--- src/rtl/tlb_pkg.sv ---
package tlb_pkg;
  // Strobes from control to datapath
  typedef struct packed {
    logic clearAll;  // drop every valid bit
    logic load;      // write one slot at loadIdx
  } tlbStrobe_t;
endpackage

--- src/rtl/tlb_datapath.sv ---
module tlb_datapath
  import tlb_pkg::*;
#(
  parameter int ENTRIES = 8,
  parameter int PAGE_W  = 10,
  parameter int OFF_W   = 12,
  parameter int FRAME_W = 8,
  localparam int IDX_W  = $clog2(ENTRIES),
  localparam int VA_W   = PAGE_W + OFF_W,
  localparam int PA_W   = FRAME_W + OFF_W
) (
  input  logic               clk,
  input  logic               rstN,
  input  tlbStrobe_t         strobe,
  input  logic [IDX_W-1:0]   loadIdx,
  input  logic [PAGE_W-1:0]  fillPage,
  input  logic [FRAME_W-1:0] fillFrame,
  input  logic               fillWritable,
  input  logic               lookupValid,
  input  logic               lookupWrite,
  input  logic [VA_W-1:0]    lookupVaddr,
  output logic [ENTRIES-1:0] validVec,
  output logic [ENTRIES-1:0] fillMatch,
  output logic               hit,
  output logic               miss,
  output logic               protFault,
  output logic [PA_W-1:0]    physAddr
);
  logic [ENTRIES-1:0] validQ;
  logic [ENTRIES-1:0] writableQ;
  logic [PAGE_W-1:0]  pageQ  [ENTRIES];
  logic [FRAME_W-1:0] frameQ [ENTRIES];

  always_ff @(posedge clk or negedge rstN) begin
    if (!rstN) begin
      validQ    <= '0;
      writableQ <= '0;
      for (int i = 0; i < ENTRIES; i++) begin
        pageQ[i]  <= '0;
        frameQ[i] <= '0;
      end
    end else if (strobe.clearAll) begin
      validQ <= '0;
    end else if (strobe.load) begin
      for (int i = 0; i < ENTRIES; i++) begin
        if (loadIdx == IDX_W'(i)) begin
          validQ[i]    <= 1'b1;
          writableQ[i] <= fillWritable;
          pageQ[i]     <= fillPage;
          frameQ[i]    <= fillFrame;
        end
      end
    end
  end

  logic [PAGE_W-1:0]  lookPage;
  logic [ENTRIES-1:0] lookMatch;
  assign lookPage = lookupVaddr[OFF_W +: PAGE_W];

  // Parallel comparators, one pair per slot
  for (genvar g = 0; g < ENTRIES; g++) begin : g_cmp
    assign lookMatch[g] = validQ[g] && (pageQ[g] == lookPage);
    assign fillMatch[g] = validQ[g] && (pageQ[g] == fillPage);
  end

  // Fills never create duplicates, so an OR mux over the match vector is safe
  logic [FRAME_W-1:0] selFrame;
  logic               selWritable;
  always_comb begin
    selFrame    = '0;
    selWritable = 1'b0;
    for (int i = 0; i < ENTRIES; i++) begin
      selFrame    = selFrame | ({FRAME_W{lookMatch[i]}} & frameQ[i]);
      selWritable = selWritable | (lookMatch[i] & writableQ[i]);
    end
  end

  logic anyMatch, denied;
  assign anyMatch  = |lookMatch;
  assign denied    = lookupWrite && !selWritable;
  assign hit       = lookupValid && anyMatch && !denied;
  assign protFault = lookupValid && anyMatch && denied;
  assign miss      = lookupValid && !anyMatch;
  assign physAddr  = hit ? {selFrame, lookupVaddr[OFF_W-1:0]} : '0;
  assign validVec  = validQ;
endmodule

--- src/rtl/tlb_control.sv ---
module tlb_control
  import tlb_pkg::*;
#(
  parameter int ENTRIES = 8,
  localparam int IDX_W  = $clog2(ENTRIES)
) (
  input  logic               clk,
  input  logic               rstN,
  input  logic               flush,
  input  logic               fillValid,
  input  logic [ENTRIES-1:0] validVec,
  input  logic [ENTRIES-1:0] fillMatch,
  output tlbStrobe_t         strobe,
  output logic [IDX_W-1:0]   loadIdx
);
  logic [IDX_W-1:0] rrPtr, dupIdx, freeIdx;
  logic dupFound, freeFound, advance;

  always_comb begin
    dupFound  = 1'b0;
    dupIdx    = '0;
    freeFound = 1'b0;
    freeIdx   = '0;
    for (int i = ENTRIES - 1; i >= 0; i--) begin
      if (fillMatch[i]) begin
        dupFound = 1'b1;
        dupIdx   = IDX_W'(i);
      end
      if (!validVec[i]) begin
        freeFound = 1'b1;
        freeIdx   = IDX_W'(i);  // downward scan leaves the lowest index
      end
    end
  end

  always_comb begin
    strobe.clearAll = flush;
    strobe.load     = fillValid && !flush;
    if (dupFound)       loadIdx = dupIdx;
    else if (freeFound) loadIdx = freeIdx;
    else                loadIdx = rrPtr;
  end

  assign advance = fillValid && !flush && !dupFound && !freeFound;

  always_ff @(posedge clk or negedge rstN) begin
    if (!rstN)        rrPtr <= '0;
    else if (advance) rrPtr <= (rrPtr == IDX_W'(ENTRIES - 1)) ? '0 : rrPtr + 1'b1;
  end
endmodule

--- src/rtl/page_tlb.sv ---
module page_tlb
  import tlb_pkg::*;
#(
  parameter int ENTRIES = 8,
  parameter int PAGE_W  = 10,
  parameter int OFF_W   = 12,
  parameter int FRAME_W = 8,
  localparam int IDX_W  = $clog2(ENTRIES),
  localparam int VA_W   = PAGE_W + OFF_W,
  localparam int PA_W   = FRAME_W + OFF_W
) (
  input  logic               clk,
  input  logic               rstN,
  input  logic               flush,
  input  logic               fillValid,
  input  logic [PAGE_W-1:0]  fillPage,
  input  logic [FRAME_W-1:0] fillFrame,
  input  logic               fillWritable,
  input  logic               lookupValid,
  input  logic               lookupWrite,
  input  logic [VA_W-1:0]    lookupVaddr,
  output logic               hit,
  output logic               miss,
  output logic               protFault,
  output logic [PA_W-1:0]    physAddr
);
  tlbStrobe_t         strobe;
  logic [IDX_W-1:0]   loadIdx;
  logic [ENTRIES-1:0] validVec, fillMatch;

  tlb_control #(.ENTRIES(ENTRIES)) u_ctrl (
    .clk(clk), .rstN(rstN), .flush(flush), .fillValid(fillValid),
    .validVec(validVec), .fillMatch(fillMatch),
    .strobe(strobe), .loadIdx(loadIdx)
  );

  tlb_datapath #(
    .ENTRIES(ENTRIES), .PAGE_W(PAGE_W), .OFF_W(OFF_W), .FRAME_W(FRAME_W)
  ) u_dp (
    .clk(clk), .rstN(rstN), .strobe(strobe), .loadIdx(loadIdx),
    .fillPage(fillPage), .fillFrame(fillFrame), .fillWritable(fillWritable),
    .lookupValid(lookupValid), .lookupWrite(lookupWrite),
    .lookupVaddr(lookupVaddr), .validVec(validVec), .fillMatch(fillMatch),
    .hit(hit), .miss(miss), .protFault(protFault), .physAddr(physAddr)
  );
endmodule

--- config.mk ---
export PLATFORM = sky130hd
export DESIGN_NAME = page_tlb
export DESIGN_NICKNAME = d
export VERILOG_FILES = /design/src/rtl/tlb_pkg.sv /design/src/rtl/tlb_datapath.sv /design/src/rtl/tlb_control.sv /design/src/rtl/page_tlb.sv
export SDC_FILE = /design/constraint.sdc
export NUM_CORES = 1
export LEC_CHECK = 0
export BUFFER_PORTS_ARGS = -buffer_cell sky130_fd_sc_hd__buf_4
export CELL_PAD_IN_SITES_DETAIL_PLACEMENT = 1
export CELL_PAD_IN_SITES_GLOBAL_PLACEMENT = 1
export CORE_UTILIZATION = 49
export CTS_CLUSTER_DIAMETER = 80
export CTS_CLUSTER_SIZE = 25
export DETAILED_ROUTE_END_ITERATION = 8
export GPL_TIMING_DRIVEN = 0
export PLACE_DENSITY_LB_ADDON = 0.1
export SYNTH_ARGS = -nofsm -noshare
export SYNTH_HDL_FRONTEND = slang
export SYNTH_SLANG_ARGS = --single-unit
--- constraint.sdc ---
create_clock -name clk -period 5.8 [get_ports clk]
set_input_delay 1.45 -clock clk [delete_from_list [all_inputs] [get_ports clk]]
set_output_delay 1.45 -clock clk [all_outputs]
set_load 0.005 [all_outputs]
==> impl_results.rst <==
.. list-table::
   :header-rows: 1

   * - Metric
     - Value
   * - Final period utilization
     - 97.40%
   * - Number of synthesized flops with an enable pin
     - 0
   * - Power density over the cells
     - 303.6 mW/mm^2
   * - Category of the worst setup path launch point
     - primary input
   * - Number of CTS-inserted buffers
     - 17
   * - Most used DFF post-synth
     - dfrtp_1
   * - Core occupancy in the finished layout
     - slightly below 60%
   * - Number of setup violations in the final report
     - 0
   * - Total DRC errors in the routed layout
     - 0
   * - Post-synthesis average cell area
     - roughly 12 um^2
   * - Combined area of all synthesized cells
     - just under 0.009 mm^2
   * - Worst rel slew slack
     - about half
   * - Count of yosys warnings during synthesis
     - 0
   * - Core Box Area
     - roughly 0.017 mm^2
   * - Endpoints failing hold
     - 0
   * - Antenna Cells
     - 0
   * - Cell with the biggest individual delay on the critical path
     - nor3_4
   * - Worst vdd rail ir drop
     - 0.0001878 V
   * - Antenna violations before repair
     - 0
   * - Max-cap violation count
     - 0
   * - Gpl congestion
     - just under 1
   * - Crit Path Max Fanout
     - 10
   * - Dominant delay contributor by cell family on the critical path
     - simple AND/OR/NAND/NOR gates
   * - WP buf/inv
     - 5
   * - Number of global-route vias before repair
     - approximately 7k
   * - DRT antenna net count
     - 0
   * - Total detailed-routing wirelength
     - around 28,000 um
   * - Path category of the worst min-delay check
     - flop to flop
   * - Wire per inst
     - between 20 and 30 um
   * - Total power after layout
     - approximately 3.1 mW
   * - Number of storage elements in the synthesis netlist
     - 163
   * - Count of input and output buffers
     - 49
   * - Number of rows created at floorplan
     - between 40 and 50
   * - CTS Buffer Depth
     - 2
   * - Dpl hpwl
     - 19,590 um
   * - GR Util All Layers
     - 32.02%
   * - Run status
     - completed
   * - Highest achievable clock rate
     - roughly 180 MHz
   * - Post-Synthesis Cells
     - between 700 and 800
   * - Setup crit end kind
     - output pin
   * - Effective utilization at floorplan
     - between 50 and 60%
   * - Number of buffers inserted by hold repair at cts
     - 0
   * - Final setup skew
     - 15.47 ps
   * - Total leakage power
     - ~4.4 nW
   * - Die extent in y
     - ~140 um
   * - Number of nets at the end of the flow
     - between 800 and 900
   * - CTS Sinks
     - roughly 160
   * - Classification of the worst setup path
     - primary input to output pin
   * - Minimum clock period after layout
     - ~5600 ps
   * - Number of pins with negative max-slew slack in the final report
     - 0
   * - Synth unique cells
     - 47
   * - Net Count, Synth
     - a little under 800
   * - Post-DR vias/cell
     - about 6.0
   * - Clk root buf
     - clkbuf_16
   * - Width of the die
     - 136.6 um
   * - Sequential fraction of the synthesis area
     - 45.97%
   * - Detailed-router iteration count before antenna repair
     - 6
   * - Clk slew on worst S/H paths
     - around 70 ps
   * - Number of H-tree levels
     - 4
   * - Worst Tran Pin Value
     - roughly 700 ps
   * - Die area
     - 0.01865 mm^2
   * - Initial DRC count
     - approximately 320
   * - Largest net degree at the start of global routing
     - ~110
   * - GR Overflow Total
     - 0
   * - Filler-free cell count of the finished design
     - about 1.0k
   * - Source-to-sink clock delay at the later pin of the worst-skew pair
     - 440 ps
   * - CP arrival
     - about 4200 ps
   * - Proportion of layout cells with a drive suffix above 1
     - 33.74%
   * - Wire length of the first global-routing pass
     - ~42,000 um
   * - Cells along the critical path
     - buf_2, xnor2_1, nand4_1, nor3_4, buf_6, a22o_1, a221oi_1, nand4_1, nand3_2, inv_1, buf_2, and2_1, buf_4
   * - Clock tree from TritonCTS
     - done
   * - Placed cells
     - approximately 1.0k
   * - Required @ worst endpoint
     - roughly 4400 ps
   * - Post-CTS Repair Setup Buffers
     - 0
   * - Slowest cell delay on critical path
     - roughly 390 ps
   * - Num ports
     - 70
   * - Area Growth Syn to Fin
     - 16.13%
   * - Total vias in the final route
     - roughly 6.3k
   * - Async SR Flop Fraction
     - between 90% and 100%
[final timing paths]
check                                       startpoint                     endpoint  slack, ps  cells after the start
setup / recovery                       lookupVaddr[16]                  physAddr[4]        150                     13
hold / removal             u_dp.frameQ[34]$_DFFE_PN0P_  u_dp.frameQ[34]$_DFFE_PN0P_        490                      1
setup reg to reg            u_dp.pageQ[38]$_DFFE_PN0P_   u_dp.frameQ[1]$_DFFE_PN0P_       2310                      9
hold reg to reg            u_dp.frameQ[34]$_DFFE_PN0P_  u_dp.frameQ[34]$_DFFE_PN0P_        490                      1
max in group asynchronous                         rstN   u_dp.frameQ[4]$_DFFE_PN0P_       3980                      2
min in group asynchronous                         rstN   u_dp.pageQ[35]$_DFFE_PN0P_        930                      1
[flip-flops by register name, indices dropped and copies added (netlist names)]
signal and cells:
u_dp.frameQ 64, u_dp.validVec 8, u_dp.pageQ 80, u_ctrl.rrPtr 3, u_dp.writableQ 8
[report_power, final]
group	switching, mW	total [mW]	internal [mW]
Clock	0.547	1.17	0.619
Combinational	0.256	0.540	0.283
Sequential	0.140	1.42	1.28
[cell usage after synthesis, drive strengths merged, types with 3 or more instances]
cell type / instances / area, um^2
and2: 12 / 75.07
a22oi: 16 / 120.1
a31oi: 9 / 56.30
nor2: 11 / 60.06
inv: 8 / 30.03
nor3: 19 / 105.1
buf: 46 / 360.3
a21o: 5 / 37.54
nand4: 35 / 219.0
mux2: 153 / 1760
a21oi: 3 / 15.01
xnor2: 160 / 1401
nand2: 12 / 45.04
a22o: 12 / 105.1
nor4: 3 / 25.02
o21ai: 8 / 40.03
dfrtp: 163 / 4079
nand3: 19 / 95.09
a221oi: 7 / 61.31
[cell usage in the layout, fill, tap and decap left out, types with 17 or more instances in the layout]
| master | netlist | final |
|---|---|---|
| mux2_1 | 35 | 35 |
| buf_6 | 16 | 24 |
| buf_2 | 23 | 23 |
| mux2_2 | 108 | 108 |
| nand4_1 | 35 | 35 |
| clkbuf_16 | 0 | 17 |
| dfrtp_1 | 163 | 163 |
| xnor2_1 | 160 | 160 |
| buf_4 | 6 | 54 |
| nand3_1 | 19 | 18 |
[kinds of logic after synthesis]
logic type	after synthesis	synth area share, %
compound gates	71	6.008
xor+xnor	160	15.79
mux	153	19.84
fa+ha+maj	2	0.2820
simple gates	119	7.700
buf+inv	54	4.400
flops	163	45.97
[worst reg2reg max path, delay by kind of cell (launching register included)]
family	cells	cell delay (ps)
simple gates	4	1260
xor+xnor	1	330
compound gates	2	510
flops	1	450
buf+inv	1	440
mux	1	400
[metal layers]
layer	wire length (um)	GRT usage, %	vias up	share of wire (%)
met5	0	0	-	0
met4	1016	13.70	0	3.7
met3	1243	5.519	62	4.5
met2	13430	52.03	164	49
met1	11920	42.12	3297	43
li1	-	-	2727	-
[layout make-up]
type | count | area (um^2)
plain buffers | 46 | 360.3
flip-flops and latches | 163 | 4079
inverters | 8 | 30.03
clock buffers | 17 | 425.4
repair buffers | 58 | 493.0
fillers | 1800 | 7173
well taps | 225 | 281.5
multi-input cells | 505 | 4454
clock inverters | 15 | 180.2
[repair_timing]
action | CTS | global route
gates resized for setup | 1 | 1
gates cloned | 0 | 0
pin swaps | 0 | 0
setup endpoints to repair | 9 | 3
[stage by stage]
| stage | setup TNS, ps | setup WS (ps) | hold slack [ps] | instance area (um^2) |
|---|---|---|---|---|
| finish | 0 | 150.8 | 494.1 | 10300 |
| CTS | 0 | 86.37 | 494.1 | 10300 |
| detailed placement | -3.236 | -3.236 | 477.9 | 9687 |
| global route | -15.52 | -15.52 | 507.5 | 10300 |
| floorplan | 0 | 770.2 | 458.4 | 8872 |
| global placement | -25030 | -1269 | 467.7 | 9522 |
(Power assumes the default switching activity.)
